--- src/rtl/usbtx_pkg.sv ---
package usbtx_pkg;

  typedef enum logic [1:0] {
    OPM_NORMAL  = 2'b00,
    OPM_NODRIVE = 2'b01,
    OPM_RAW     = 2'b10,
    OPM_RSVD    = 2'b11
  } opmode_e;

  typedef enum logic [2:0] {
    ST_IDLE,
    ST_WAIT,
    ST_SYNC,
    ST_DATA,
    ST_EOP1,
    ST_EOP2,
    ST_EOPJ
  } tx_state_e;

  // One command per bit time towards the line stage
  typedef struct packed {
    logic bit_vld;
    logic bit_val;
    logic se0;
    logic j_end;
  } line_cmd_t;

endpackage

--- src/rtl/usbtx_hold.sv ---
module usbtx_hold #(
  parameter int DATA_W = 8
) (
  input  logic              clk,
  input  logic              rst,
  input  logic              tx_valid,
  input  logic [DATA_W-1:0] tx_data,
  input  logic              active_nx,
  input  logic              take,
  output logic              tx_ready,
  output logic              hold_full,
  output logic [DATA_W-1:0] hold_data
);

  logic              full_q;
  logic              rdy_q;
  logic [DATA_W-1:0] data_q;
  logic              load;
  logic              full_nx;

  assign load    = tx_valid && rdy_q;
  assign full_nx = load || (full_q && !take);

  always_ff @(posedge clk) begin
    if (rst) begin
      full_q <= 1'b0;
      rdy_q  <= 1'b0;
      data_q <= '0;
    end else begin
      full_q <= full_nx;
      rdy_q  <= active_nx && !full_nx;
      if (load) data_q <= tx_data;
    end
  end

  assign tx_ready  = rdy_q;
  assign hold_full = full_q;
  assign hold_data = data_q;

  // a handshake always leaves the register holding a byte
  assert_load_fills_R1: assert property (@(posedge clk) disable iff (rst)
    (tx_valid && rdy_q) |=> full_q);

  // ready is never offered while a byte is already held
  assert_ready_empty_R1: assert property (@(posedge clk) disable iff (rst)
    rdy_q |-> !full_q);

endmodule

--- src/rtl/usbtx_ctrl.sv ---
module usbtx_ctrl
  import usbtx_pkg::*;
#(
  parameter int DATA_W    = 8,
  parameter int HS_WAIT   = 9,
  parameter int STUFF_RUN = 6
) (
  input  logic              clk,
  input  logic              rst,
  input  logic              tx_valid,
  input  logic [1:0]        opmode,
  input  logic              hs_sel,
  input  logic              hold_full,
  input  logic [DATA_W-1:0] hold_data,
  output logic              take,
  output logic              active_nx,
  output logic              nrzi_en,
  output line_cmd_t         cmd
);

  localparam int IDX_W  = $clog2(DATA_W);
  localparam int RUN_W  = $clog2(STUFF_RUN + 1);
  localparam int WAIT_W = $clog2(HS_WAIT + 1);
  localparam logic [DATA_W-1:0] SYNC_PAT = {1'b1, {(DATA_W-1){1'b0}}};
  localparam logic [IDX_W-1:0]  IDX_LAST = IDX_W'(DATA_W - 1);

  tx_state_e         state_q, state_nx;
  logic              raw_q, raw_nx;
  logic              drain_q, drain_nx;
  logic [DATA_W-1:0] sh_q, sh_nx;
  logic [IDX_W-1:0]  idx_q, idx_nx;
  logic [RUN_W-1:0]  ones_q, ones_nx;
  logic [WAIT_W-1:0] wait_q, wait_nx;

  logic stuff_en, in_bits, stuff_now, emit_bit;

  assign stuff_en  = !raw_q;
  assign in_bits   = (state_q == ST_SYNC) || (state_q == ST_DATA);
  assign stuff_now = stuff_en && in_bits && (ones_q == RUN_W'(STUFF_RUN));
  assign emit_bit  = stuff_now ? 1'b0 : sh_q[0];

  always_comb begin
    state_nx = state_q;
    raw_nx   = raw_q;
    drain_nx = drain_q;
    sh_nx    = sh_q;
    idx_nx   = idx_q;
    ones_nx  = ones_q;
    wait_nx  = wait_q;
    take     = 1'b0;
    cmd      = '0;
    unique case (state_q)
      ST_IDLE: begin
        if (tx_valid && !opmode[0]) begin
          raw_nx   = opmode[1];
          sh_nx    = SYNC_PAT;
          idx_nx   = '0;
          ones_nx  = '0;
          drain_nx = 1'b0;
          wait_nx  = WAIT_W'(HS_WAIT);
          state_nx = hs_sel ? ST_WAIT : ST_SYNC;
        end
      end
      ST_WAIT: begin
        if (wait_q <= WAIT_W'(1)) state_nx = ST_SYNC;
        else                      wait_nx  = wait_q - WAIT_W'(1);
      end
      ST_SYNC, ST_DATA: begin
        cmd.bit_vld = 1'b1;
        cmd.bit_val = emit_bit;
        ones_nx = (emit_bit && stuff_en) ? ones_q + RUN_W'(1) : '0;
        if (drain_q) begin
          drain_nx = 1'b0;
          state_nx = ST_EOP1;
        end else if (!stuff_now) begin
          sh_nx  = sh_q >> 1;
          idx_nx = idx_q + IDX_W'(1);
          if (idx_q == IDX_LAST) begin
            if (hold_full) begin
              take     = 1'b1;
              sh_nx    = hold_data;
              idx_nx   = '0;
              state_nx = ST_DATA;
            end else if (stuff_en && ones_nx == RUN_W'(STUFF_RUN)) begin
              drain_nx = 1'b1;
            end else begin
              state_nx = ST_EOP1;
            end
          end
        end
      end
      ST_EOP1: begin
        cmd.se0  = 1'b1;
        state_nx = ST_EOP2;
      end
      ST_EOP2: begin
        cmd.se0  = 1'b1;
        state_nx = ST_EOPJ;
      end
      ST_EOPJ: begin
        cmd.j_end = 1'b1;
        state_nx  = ST_IDLE;
      end
      default: state_nx = ST_IDLE;
    endcase
  end

  assign active_nx = ((state_nx == ST_WAIT) || (state_nx == ST_SYNC) ||
                      (state_nx == ST_DATA)) && !drain_nx;
  assign nrzi_en   = !raw_q;

  always_ff @(posedge clk) begin
    if (rst) begin
      state_q <= ST_IDLE;
      raw_q   <= 1'b0;
      drain_q <= 1'b0;
      sh_q    <= '0;
      idx_q   <= '0;
      ones_q  <= '0;
      wait_q  <= '0;
    end else begin
      state_q <= state_nx;
      raw_q   <= raw_nx;
      drain_q <= drain_nx;
      sh_q    <= sh_nx;
      idx_q   <= idx_nx;
      ones_q  <= ones_nx;
      wait_q  <= wait_nx;
    end
  end

  // full-speed request goes straight to SYNC on the next edge
  assert_fs_start_R2: assert property (@(posedge clk) disable iff (rst)
    (state_q == ST_IDLE && tx_valid && !opmode[0] && !hs_sel) |=> (state_q == ST_SYNC));

  // a non-driving or reserved mode keeps the machine idle
  assert_nodrive_idle_R8: assert property (@(posedge clk) disable iff (rst)
    (state_q == ST_IDLE && opmode[0]) |=> (state_q == ST_IDLE));

  // the run of ones never grows past the stuffing limit
  assert_stuff_limit_R5: assert property (@(posedge clk) disable iff (rst)
    (stuff_en && in_bits) |-> (ones_q <= RUN_W'(STUFF_RUN)));

endmodule

--- src/rtl/usbtx_line.sv ---
module usbtx_line
  import usbtx_pkg::*;
(
  input  logic      clk,
  input  logic      rst,
  input  line_cmd_t cmd,
  input  logic      nrzi_en,
  output logic      line_dp,
  output logic      line_dm,
  output logic      line_oe
);

  logic lvl_q, lvl_nx;
  logic dp_q, dm_q, oe_q;
  logic dp_nx, dm_nx, oe_nx;
  logic se0_out;

  always_comb begin
    lvl_nx = 1'b1;
    dp_nx  = 1'b1;
    dm_nx  = 1'b0;
    oe_nx  = 1'b0;
    if (cmd.bit_vld) begin
      lvl_nx = nrzi_en ? (cmd.bit_val ? lvl_q : !lvl_q) : cmd.bit_val;
      dp_nx  = lvl_nx;
      dm_nx  = !lvl_nx;
      oe_nx  = 1'b1;
    end else if (cmd.se0) begin
      dp_nx = 1'b0;
      dm_nx = 1'b0;
      oe_nx = 1'b1;
    end else if (cmd.j_end) begin
      oe_nx = 1'b1;
    end
  end

  always_ff @(posedge clk) begin
    if (rst) begin
      lvl_q <= 1'b1;
      dp_q  <= 1'b1;
      dm_q  <= 1'b0;
      oe_q  <= 1'b0;
    end else begin
      lvl_q <= lvl_nx;
      dp_q  <= dp_nx;
      dm_q  <= dm_nx;
      oe_q  <= oe_nx;
    end
  end

  assign line_dp = dp_q;
  assign line_dm = dm_q;
  assign line_oe = oe_q;
  assign se0_out = oe_q && !dp_q && !dm_q;

  // SE0 never lasts a single bit time
  assert_eop_two_R6: assert property (@(posedge clk) disable iff (rst)
    (se0_out && !$past(se0_out)) |=> se0_out);

  // the second SE0 bit time is followed by a driven J
  assert_eop_j_R6: assert property (@(posedge clk) disable iff (rst)
    (se0_out && $past(se0_out)) |=> (oe_q && dp_q && !dm_q));

  // the driver is released right after the closing J
  assert_eop_release_R6: assert property (@(posedge clk) disable iff (rst)
    (oe_q && dp_q && !dm_q && $past(se0_out)) |=> !oe_q);

endmodule

--- src/rtl/usbtx_xmit.sv ---
module usbtx_xmit
  import usbtx_pkg::*;
#(
  parameter int DATA_W    = 8,
  parameter int HS_WAIT   = 9,
  parameter int STUFF_RUN = 6
) (
  input  logic              clk,
  input  logic              rst,
  input  logic [DATA_W-1:0] tx_data,
  input  logic              tx_valid,
  output logic              tx_ready,
  input  logic [1:0]        opmode,
  input  logic              hs_sel,
  output logic              line_dp,
  output logic              line_dm,
  output logic              line_oe
);

  logic              take;
  logic              active_nx;
  logic              nrzi_en;
  logic              hold_full;
  logic [DATA_W-1:0] hold_data;
  line_cmd_t         cmd;

  usbtx_hold #(.DATA_W(DATA_W)) hold_i (
    .clk       (clk),
    .rst       (rst),
    .tx_valid  (tx_valid),
    .tx_data   (tx_data),
    .active_nx (active_nx),
    .take      (take),
    .tx_ready  (tx_ready),
    .hold_full (hold_full),
    .hold_data (hold_data)
  );

  usbtx_ctrl #(
    .DATA_W    (DATA_W),
    .HS_WAIT   (HS_WAIT),
    .STUFF_RUN (STUFF_RUN)
  ) ctrl_i (
    .clk       (clk),
    .rst       (rst),
    .tx_valid  (tx_valid),
    .opmode    (opmode),
    .hs_sel    (hs_sel),
    .hold_full (hold_full),
    .hold_data (hold_data),
    .take      (take),
    .active_nx (active_nx),
    .nrzi_en   (nrzi_en),
    .cmd       (cmd)
  );

  usbtx_line line_i (
    .clk     (clk),
    .rst     (rst),
    .cmd     (cmd),
    .nrzi_en (nrzi_en),
    .line_dp (line_dp),
    .line_dm (line_dm),
    .line_oe (line_oe)
  );

endmodule

--- config.mk ---
export PLATFORM = sky130hd
export DESIGN_NAME = usbtx_xmit
export DESIGN_NICKNAME = d
export VERILOG_FILES = /design/src/rtl/usbtx_pkg.sv /design/src/rtl/usbtx_hold.sv /design/src/rtl/usbtx_ctrl.sv /design/src/rtl/usbtx_line.sv /design/src/rtl/usbtx_xmit.sv
export SDC_FILE = /design/constraint.sdc
export NUM_CORES = 1
export LEC_CHECK = 0
export BUFFER_PORTS_ARGS = -buffer_cell sky130_fd_sc_hd__buf_2
export CAP_MARGIN = 20
export CORE_MARGIN = 5
export CORE_UTILIZATION = 30
export CTS_CLUSTER_DIAMETER = 40
export DETAILED_ROUTE_END_ITERATION = 12
export GPL_TIMING_DRIVEN = 0
export HOLD_SLACK_MARGIN = 0.02
export PLACE_DENSITY_LB_ADDON = 0.2
export SLEW_MARGIN = 20
export SYNTH_ARGS = -nofsm -noshare
export SYNTH_HDL_FRONTEND = slang
export SYNTH_HIERARCHICAL = 1
export SYNTH_SLANG_ARGS = --single-unit
--- constraint.sdc ---
create_clock -name clk -period 1.95 [get_ports clk]
set_input_delay 0.39 -clock clk [delete_from_list [all_inputs] [get_ports clk]]
set_output_delay 0.39 -clock clk [all_outputs]
set_load 0.01 [all_outputs]
# --- Word level (Yosys, flattened, before mapping) ---
# Cells that the tools add are included.
op_classes:
  magnitude_cmp: 1
  n_eq_ne: 16
  n_reduce_logical: 30
  mux: 49
  n_bitwise: 1
  n_addsub: 3
op_table:
  columns: ["operator", "n"]
  rows:
  - ["$mux 8", 5]
  - ["$mux 3", 13]
  - ["$mux 1", 21]
  - ["$eq 3x3->1 const B", 6]
  - ["$pmux 8 s2", 1]
  - ["$pmux 3 s5", 1]
  - ["$eq 3x2->1 const B", 4]
  - ["$pmux 3 s2", 2]
  - ["$logic_and 1x1->1", 9]
  - ["$mux 4", 2]
  - ["$pmux 4 s2", 1]
  - ["$logic_not 1->1", 7]
  - ["$add 3x1->3 const B", 2]
  - ["$eq 3x1->1 const B", 2]
  - ["$ne 2x2->1 const B", 3]
  - ["$reduce_or 2->1", 3]
  - ["$le 4x1->1 const B", 1]
  - ["$logic_or 1x1->1", 4]
  - ["$mux 2", 2]
  - ["$reduce_and 2->1", 2]
  - ["$reduce_and 4->1", 1]
  - ["$reduce_bool 2->1", 2]
  - ["$sub 4x1->4 const B", 1]
  - ["$logic_not 3->1", 1]
  - ["4 further kinds", 4]
word_totals:
  wordCells: 114
  reg_bits: 37
  output_inout_bits: 4
  input_bits: 14

# --- Logic depth before layout (Yosys ltp) ---
# Gate-level depths: netlist (run 1).
depth:
  word_depth: 20
  depth_mapped: 9
  depth_no_buf: 8

# --- By module ---
# Netlist (run 1), hierarchy kept.
by_module_without_submodules:
  columns: ["mod", "seq_area_each_um2", "n_inst", "cells_per_inst", "area_each_um2"]
  rows:
  - ["usbtx_ctrl", 460.4, 1, 155, 1270.0]
  - ["usbtx_hold", 200.2, 1, 43, 441.7]
  - ["usbtx_line", 80.1, 1, 13, 147.6]

# --- Worst setup path before layout (run 1) ---
# No wires, ideal clock.
synth_timing:
  path_type: "reg-to-reg"
  start: "register ctrl_i.ones_q[0]"
  end: "register hold_i.rdy_q, in the netlist hold_i/tx_ready"
  arrival_time_ns: 1.925
  setup_ns: 0.117
  required_time_ns: 1.833
  period_less_slack_ns: 2.041
  path_stages_with_launch: 8
  path_buffers: 0
  setup_slack_ns: -0.091
  path_cell_list: "dfxtp_1 > ha_1 > xor2_1 > or3b_2 > or4_1 > nand4_1 > a21oi_1 > and4b_1"
synth_between:
  elab_chain_cells: 18
  word_cells_on_any_way: 35
  cone_classes: "1 x add/sub; 5 x eq/ne; 17 x mux; 12 x reduce/logical"
synth_lines:
  columns: ["item", "line_no", "text"]
  rows:
  - ["start: declaration", "usbtx_ctrl.sv:32", "logic [RUN_W-1:0] ones_q, ones_nx;"]
  - ["start signal: assignment", "usbtx_ctrl.sv:127", "ones_q <= ones_nx;"]
  - ["$eq 3x3->1", "usbtx_ctrl.sv:39", "assign stuff_now = stuff_en && in_bits && (ones_q == RUN_W'(STUFF_RUN));"]
  - ["$logic_and 1x1->1", "usbtx_ctrl.sv:39", null]
  - ["$mux 1", "usbtx_ctrl.sv:40", "assign emit_bit = stuff_now ? 1'b0 : sh_q[0];"]
  - ["$logic_and 1x1->1", "usbtx_ctrl.sv:71", "ones_nx = (emit_bit && stuff_en) ? ones_q + RUN_W'(1) : '0;"]
  - ["$mux 3", "usbtx_ctrl.sv:71", null]
  - ["$eq 3x3->1", "usbtx_ctrl.sv:84", "end else if (stuff_en && ones_nx == RUN_W'(STUFF_RUN)) begin"]
  - ["$logic_and 1x1->1", "usbtx_ctrl.sv:84", null]
  - ["$mux 3", "usbtx_ctrl.sv:84", null]
  - ["(+2 left out)", null, null]
  - ["$mux 3", "usbtx_ctrl.sv:75", "end else if (!stuff_now) begin"]
  - ["$mux 3", "usbtx_ctrl.sv:72", "if (drain_q) begin"]
  - ["$pmux 3 s5", "usbtx_ctrl.sv:52", "unique case (state_q)"]
  - ["$eq 3x1->1 or $eq 3x2->1 (tied branches)", "usbtx_ctrl.sv:108", "assign active_nx = ((state_nx == ST_WAIT) || (state_nx == ST_SYNC) ||"]
  - ["$logic_or 1x1->1 (2 in series)", "usbtx_ctrl.sv:108", null]
  - ["$logic_and 1x1->1 (*)", "usbtx_ctrl.sv:109", "(state_nx == ST_DATA)) && !drain_nx;"]
  - ["via active_nx", "usbtx_xmit.sv:21", "logic active_nx;"]
  - ["$logic_and 1x1->1 (*)", "usbtx_hold.sv:31", "rdy_q <= active_nx && !full_nx;"]
  - ["end signal: assignment", "usbtx_hold.sv:31", null]
  - ["end: declaration", "usbtx_hold.sv:16", "logic rdy_q;"]
# Mark *: on every way through the listed nets, which the timed path passes. The rest lies on a longest branch.
# A chain may end at the register's enable or synchronous reset.

# --- Final worst setup path (run 1) ---
layout_timing:
  start: "register ctrl_i.idx_q[1]"
  end: "register hold_i.rdy_q, in the netlist hold_i/tx_ready"
layout_between:
  elab_chain_cells: 10
  word_cells_on_any_way: 25
  cone_classes: "4 x eq/ne; 12 x mux; 9 x reduce/logical"
layout_lines:
  columns: ["item", "line_no", "text"]
  rows:
  - ["start: declaration", "usbtx_ctrl.sv:31", "logic [IDX_W-1:0] idx_q, idx_nx;"]
  - ["start signal: assignment", "usbtx_ctrl.sv:126", "idx_q <= idx_nx;"]
  - ["$eq 3x3->1 (*)", "usbtx_ctrl.sv:78", "if (idx_q == IDX_LAST) begin"]
  - ["$mux 3", "usbtx_ctrl.sv:78", null]
  - ["$mux 3", "usbtx_ctrl.sv:75", null]
  - ["$mux 3", "usbtx_ctrl.sv:72", null]
  - ["$pmux 3 s5", "usbtx_ctrl.sv:52", null]
  - ["$eq 3x1->1 or $eq 3x2->1 (tied branches)", "usbtx_ctrl.sv:108", null]
  - ["$logic_or 1x1->1 (2 in series)", "usbtx_ctrl.sv:108", null]
  - ["$logic_and 1x1->1 (*)", "usbtx_ctrl.sv:109", null]
  - ["via active_nx", "usbtx_xmit.sv:21", null]
  - ["$logic_and 1x1->1 (*)", "usbtx_hold.sv:31", null]
# Marked as above.

==> results of run 1 <==
[cells in the mapped netlist, types with 4 or more instances]
cell / number / area (um2)
a21bo_2: 6 / 60.1
a211oi_1: 5 / 37.5
inv_1: 13 / 48.8
nand2_1: 17 / 63.8
dfxtp_1: 37 / 741
mux2i_1: 8 / 80.1
ha_1: 6 / 75.1
buf_6: 4 / 45.0
clkbuf_1: 6 / 22.5
nand3_1: 10 / 50.1
a21oi_1: 27 / 135
or3_1: 9 / 56.3
nor3_1: 9 / 45.0
nor2_1: 14 / 52.6
[path summary, 6_finish.rpt]
| check | cells after the start | slack, ns | end | start |
|---|---|---|---|---|
| max | 8 | 0.02 | hold_i/tx_ready$_SDFF_PP0_ | ctrl_i/idx_q[1]$_SDFFE_PP0P_ |
| min | 3 | 0.35 | ctrl_i/raw_q$_SDFFE_PP0P_ | opmode[1] |
| max reg2reg | 8 | 0.02 | hold_i/tx_ready$_SDFF_PP0_ | ctrl_i/idx_q[1]$_SDFFE_PP0P_ |
| min reg2reg | 2 | 0.46 | ctrl_i/sh_q[3]$_SDFFE_PP0P_ | ctrl_i/sh_q[3]$_SDFFE_PP0P_ |
[worst reg2reg max path, delay by kind of cell, from the launching register on]
family / cells / cell delay (ns)
AO/OA/AOI/OAI: 1 / 0.04
AND/OR/NAND/NOR: 5 / 1.14
flip-flops: 1 / 0.35
adder cells (fa/ha/maj): 2 / 0.31
[logic make-up after synthesis]
logic type,Yosys count,synth area share (%)
flip-flops,37,39.8
adder cells (fa/ha/maj),6,4.04
buffers and inverters,26,7.67
multiplexers,8,4.31
XOR/XNOR,3,1.82
AND/OR/NAND/NOR,77,22.3
AO/OA/AOI/OAI,54,20.1
[stage by stage]
stage / instance area, um2 / total power (uW) / worst slack, ns / cells
global placement: 2100 / 1130 / -0.242 / 303
detailed placement: 2100 / 1130 / -0.232 / 303
finish: 2330 / 1660 / 0.0162 / 316
floorplan: 1920 / 1050 / 0.00674 / 211
global route: 2330 / 1750 / -0.0775 / 316
CTS: 2270 / 1660 / -0.113 / 315
[report_power, final]
part,total (uW),internal (uW),switching (uW)
registers,832,795,37.6
logic,303,144,158
clock network,521,247,274
[state kept, by name, indices dropped and copies added (netlist names), 3 cells and up]
name and cells:
ctrl_i/ones_q 3, hold_i/hold_data 8, ctrl_i/wait_q 4, ctrl_i/sh_q 8
ctrl_i/state_q 3, ctrl_i/idx_q 3
[what timing repair did]
item                                    in CTS  in global routing
setup buffers                                5                  2
gates cloned                                 0                  0
resized for setup                           13                 14
pin swaps                                    8                  9
endpoints found under the setup margin      12                 18
[per-layer routing]
layer  global-route usage (%)  share of wire [%]  vias to the layer above
met2                     18.1                 47                       28
met4                     4.12                1.4                        0
met3                     3.07                3.7                        7
met5                        0                  0                        -
met1                     14.6                 47                      716
li1                         -                  -                      811
[area by class of cell]
cell class	instances	area, um2
clock buffer	5	68.8
fill	598	3660
multi-input combinational	148	1110
tap	75	93.8
sequential	37	754
buffer	11	88.8
inverter	13	51.3
timing repair buffer	24	138
clock inverter	3	17.5
==> results.md, run 1 <==
* Status: finished clean
* Most frequent cells in the layout: dfxtp_1, a21oi_1, buf_2
* Clock tree buffer depth at 2
* Share of layout cells above drive strength 1 at roughly 34%
* RSZ-0062 raised after global routing: true
* Total wire length at between 4000 and 5000 um
* Cell Area, Synth at 1860 um2
* Clock-pin slew on the worst setup and hold paths at roughly 0.080 ns
* Via count at about 1,600
* H-tree depth at 2
* CP max FO at 4
* Crit path max-delay family: simple AND/OR/NAND/NOR gates
* Final Max Slew Viols at 0
* Sequence of cells on the critical path: ha_4, ha_4, nand2b_4, or3b_4, or4_4, nand4_1, a21oi_2, and4b_1
* Worst Path Arrival at ~2.1 ns
* Die area at 7870 um2
* Net Count, Synth at 231
* Synth warn at 6
* Worst-Margin Slew at ~0.75 ns
* Utilization after layout at around two fifths
* TNS Setup at 0 ns
* DP HPWL at 2900 um
* DIE WIDTH at 88.7 um
* Initial Util at a little under a third
* Crit-path slowest cell: or4_4
* Sequential share of the synthesized area at between 30% and 40%
* Pin count of the biggest net entering global routing at 13
* Critical path's most frequent cell: ha_4
* Most common cell after layout, fill and taps aside: dfxtp_1
* Port buffer count at 17
* Max Clock Skew at approximately 0.007 ns
* Leak at ~0.0009 uW
* Power per cell area at a little over 700 nW/um2
* Total iterations of the first detailed-routing run at 4
* FMAX at between 500 and 600 MHz
* CP Launch Type: flip-flop
* Fin nets at 260
* Via/cell ratio at 4.94
* Post-synthesis cell type count at between 40 and 50
* Synth-to-Final Area Change at 25.1%
* Top_reg_cell synth: dfxtp_1
* WP buf/inv at 0
* GP Congestion at around 0.74
* Overall routing resource usage at a little under an eighth
* Diode count at 0
* Residual DRC at 0
* Die Span Y at ~89 um
* Number of flops mapped to enable cells by yosys at 0
* Antenna-violating nets left at 0
* CTS tree: built
* IR drop worst, VDD at around 400 uV
* Worst min path class: input port to flip-flop
* Crit. End Element: flip-flop
* Inserted Clock Buffers at 5
* CP max stage delay at around 0.42 ns
* CTS Hold Bufs at 0
* Kind of critical path: flip-flop to flip-flop
* 1st-iter DRT viols at 56
* Synth Register Bits at 37
* Placeable core area at approximately 6000 um2
* Ports at 18
* Rows at 28
* Max_cap viols at 0
* Final setup fails at 0
* Crit path time final at about 1.9 ns
* Final hold viol count at 0
* Hold Slack at 0.348 ns
* First-pass GRT wire length at roughly 7000 um
* WL/cell at 13.0 um
* Crit path required time at about 2.1 ns
* Slew headroom at between 40% and 50%
* Synth async-reset ratio at 0%
* Skew-Pair Late Insertion Delay at 0.28 ns
* Clock root buffer: clkbuf_8
* Period utilization at a little under 100%
* Cells after synthesis at 211
* Vias in the first global route at between 1,500 and 2,000
* Clk sinks at 37
* Initial antenna violation count at 0
* GRT overflow at 0
* Syn avg cell area at around 9 um2
(Power assumes the default switching activity.)
==> run 2, diff against run 1 <==
Settings changed: CORE_ASPECT_RATIO from default to 0.75, SLEW_MARGIN 20 to 40.
==> run 2 against run 1 <==
  * The run now ends with setup timing left
  * Register-to-register slack got worse by 0.04 ns
  * Critical path depth fell by 1
  * Utilization rose by 2.5 points
  * Sequential power barely moved
  * Sequential share of layout area fell by 1.5 points
  * Highest routed layer unchanged
==> results.md, run 2 (synthesized netlist as in run 1, its figures left out) <==
* Period utilization at 101% (+2.3 points)
* First-pass GRT wire length at 7410 um (+5.9%)
* Most common cell after layout, fill and taps aside: dfxtp_1
* Clock-pin slew on the worst setup and hold paths at 0.09 ns (about the same)
* Final worst setup slack at -0.0287 ns (-0.0449 ns)
* Overall routing resource usage at 11.9% (+0.53 points)
* Share of layout cells above drive strength 1 at 35.9% (+2.3 points)
* Via/cell ratio at 4.86 (-1.6%)
* CP max stage delay at 0.43 ns (about the same)
* Max_cap viols at 0 (unchanged)
* Die area at 7890 um2 (+0.20%)
* Clock root buffer: clkbuf_8
* Clock share of power at 41.5% (+10 points)
* Clock tree buffer depth at 2 (unchanged)
* Inserted Clock Buffers at 5 (unchanged)
* Worst min path class: input port to flip-flop
* Initial Util at 31.4% (+0.39 points)
* Part of the power in registers at 42.3% (-8.0 points)
* Final Max Slew Viols at 0 (unchanged)
* GR Util met2 at 16.8% (-1.3 points)
* Violated checks: setup timing
* Synth-to-Final Area Change at 31.4%
* Met3 Use GR at 3.19% (+0.12 points)
* Total wire length at 4670 um (+13%)
* Port buffer count at 17 (unchanged)
* Kind of critical path: flip-flop to flip-flop
* Crit path time final at 1.98 ns (+0.0449 ns)
* Final hold viol count at 0 (unchanged)
* Crit. End Element: flip-flop
* Sw frac at 25.9% (-2.5 points)
* Total power at 1970 uW (+19%)
* Initial antenna violation count at 0 (unchanged)
* Grt peak-use layer: met1
* DP HPWL at 3100 um (+6.9%)
* Most frequent cells in the layout: dfxtp_1, a21oi_1, buf_2
* Diode count at 0 (unchanged)
* Vias in the first global route at 1,516 (unchanged)
* IR drop worst, VDD at 336 uV (-13%)
* Status: complete, but fails checks
* FMAX at 505 MHz (-2.3%)
* Crit-path slowest cell: or4_4
* GR Layer Usage met1 at 17.5% (+2.9 points)
* WL/cell at 14.5 um (+11%)
* Max Clock Skew at 0.0131 ns (+0.00588 ns)
* Die Span Y at 78.2 um (-12%)
* Clk sinks at 37 (unchanged)
* Total iterations of the first detailed-routing run at 4 (unchanged)
* R2R Setup Slk at -0.03 ns (-0.04 ns)
* Worst Path Arrival at 2.16 ns (+0.04 ns)
* CTS tree: built
* Rows at 24 (-14%)
* Fin nets at 264 (+1.5%)
* Skew-Pair Late Insertion Delay at 0.30 ns (+0.02 ns)
* Antenna-violating nets left at 0 (unchanged)
* Placeable core area at 5920 um2 (-1.3%)
* P_int at 1460 uW (+23%)
* Dpl ws at -0.237 ns (-0.00510 ns)
* RSZ-0062 raised after global routing: true
* H-tree depth at 2 (unchanged)
* Final setup fails at 1 (+1)
* Post-Layout Cell Count at 323 (+2.2%)
* DP Cell Count at 306 (+0.99%)
* Slew headroom at 50.7% (+1.4 points)
* Worst-Margin Slew at 0.733 ns (-0.0214 ns)
* Crit path required time at 2.13 ns (about the same)
* Pin count of the biggest net entering global routing at 14 (+1)
* CTS Hold Bufs at 0 (unchanged)
* Sequence of cells on the critical path: ha_4, xor2_2, or3b_4, or4_4, nand4_1, a21oi_1, and4b_1
* 1st-iter DRT viols at 75 (+34%)
* Leak at 0.000937 uW (+5.1%)
* GRT overflow at 0 (unchanged)
* CP max FO at 5 (+1)
* CP Launch Type: flip-flop
* Power per cell area at 805 nW/um2 (+13%)
* Residual DRC at 0 (unchanged)
* Ports at 18 (unchanged)
* GP Congestion at 0.754 (+1.5%)
* Net Sw Power at 510 uW (+8.5%)
* DIE WIDTH at 101 um (+14%)
* Gate power share at 16.2% (-2.1 points)
* Via count at 1,571 (+0.58%)
run 2: layout make-up:
type                    count  area (um2)
clock buffers               5        68.8
clock inverters             3        68.8
flip-flops and latches     37         756
plain buffers              11        88.8
multi-input cells         148        1140
repair buffers             28         168
fillers                   592        3470
well taps                  78        97.6
inverters                  13        53.8
run 2: final timing paths:
check | startpoint | end | cells past startpoint
setup reg to reg | ctrl_i/ones_q[0]$_SDFFE_PP0P_ | hold_i/tx_ready$_SDFF_PP0_ | 7
hold reg to reg | ctrl_i/sh_q[3]$_SDFFE_PP0P_ | ctrl_i/sh_q[3]$_SDFFE_PP0P_ | 2
hold / removal | tx_data[7] | hold_i/hold_data[7]$_SDFFE_PP0P_ | 3
setup / recovery | ctrl_i/ones_q[0]$_SDFFE_PP0P_ | hold_i/tx_ready$_SDFF_PP0_ | 7
run 2: repair_timing:
item,in CTS,in global routing
gates resized for setup,15,20
setup endpoints to repair,14,18
pin swaps,4,10
hold endpoints to repair,0,0
setup buffers,4,7
run 2: per-layer routing:
metal	wire length, um	up-vias	part of all wire, %
met1	2450	735	52
met3	139	5	3.0
met4	44	0	0.94
li1	-	815	-
met2	2040	16	44
met5	0	-	0
run 2: power by group through the flow:
stage | clock [uW] | sequential, uW | combinational, uW
floorplan | 0 | 841 | 207
global placement | 0 | 844 | 287
detailed placement | 0 | 844 | 289
CTS | 834 | 831 | 296
global route | 856 | 839 | 354
finish | 816 | 832 | 319
run 2: metrics by stage:
| stage | setup TNS (ns) | hold slack, ns | area (um2) | util, % |
|---|---|---|---|---|
| final | -0.0287 | 0.333 | 2440 | 41.3 |
| after global routing | -0.243 | 0.325 | 2440 | 41.3 |
| after CTS | -0.106 | 0.326 | 2320 | 39.3 |
| after detailed placement | -2.16 | 0.445 | 2100 | 35.6 |
| after global placement | -1.98 | 0.439 | 2100 | 35.6 |
| after floorplan | 0 | 0.432 | 1920 | - |
run 2: critical path: cells and delay by family, from the launching register on:
kind | cells | cell delay [ns]
AOI/OAI and AO/OA | 1 | 0.04
xor gates and xnor gates | 1 | 0.16
adders and majority gates | 1 | 0.16
DFF | 1 | 0.39
and+or+nand+nor | 4 | 1.12
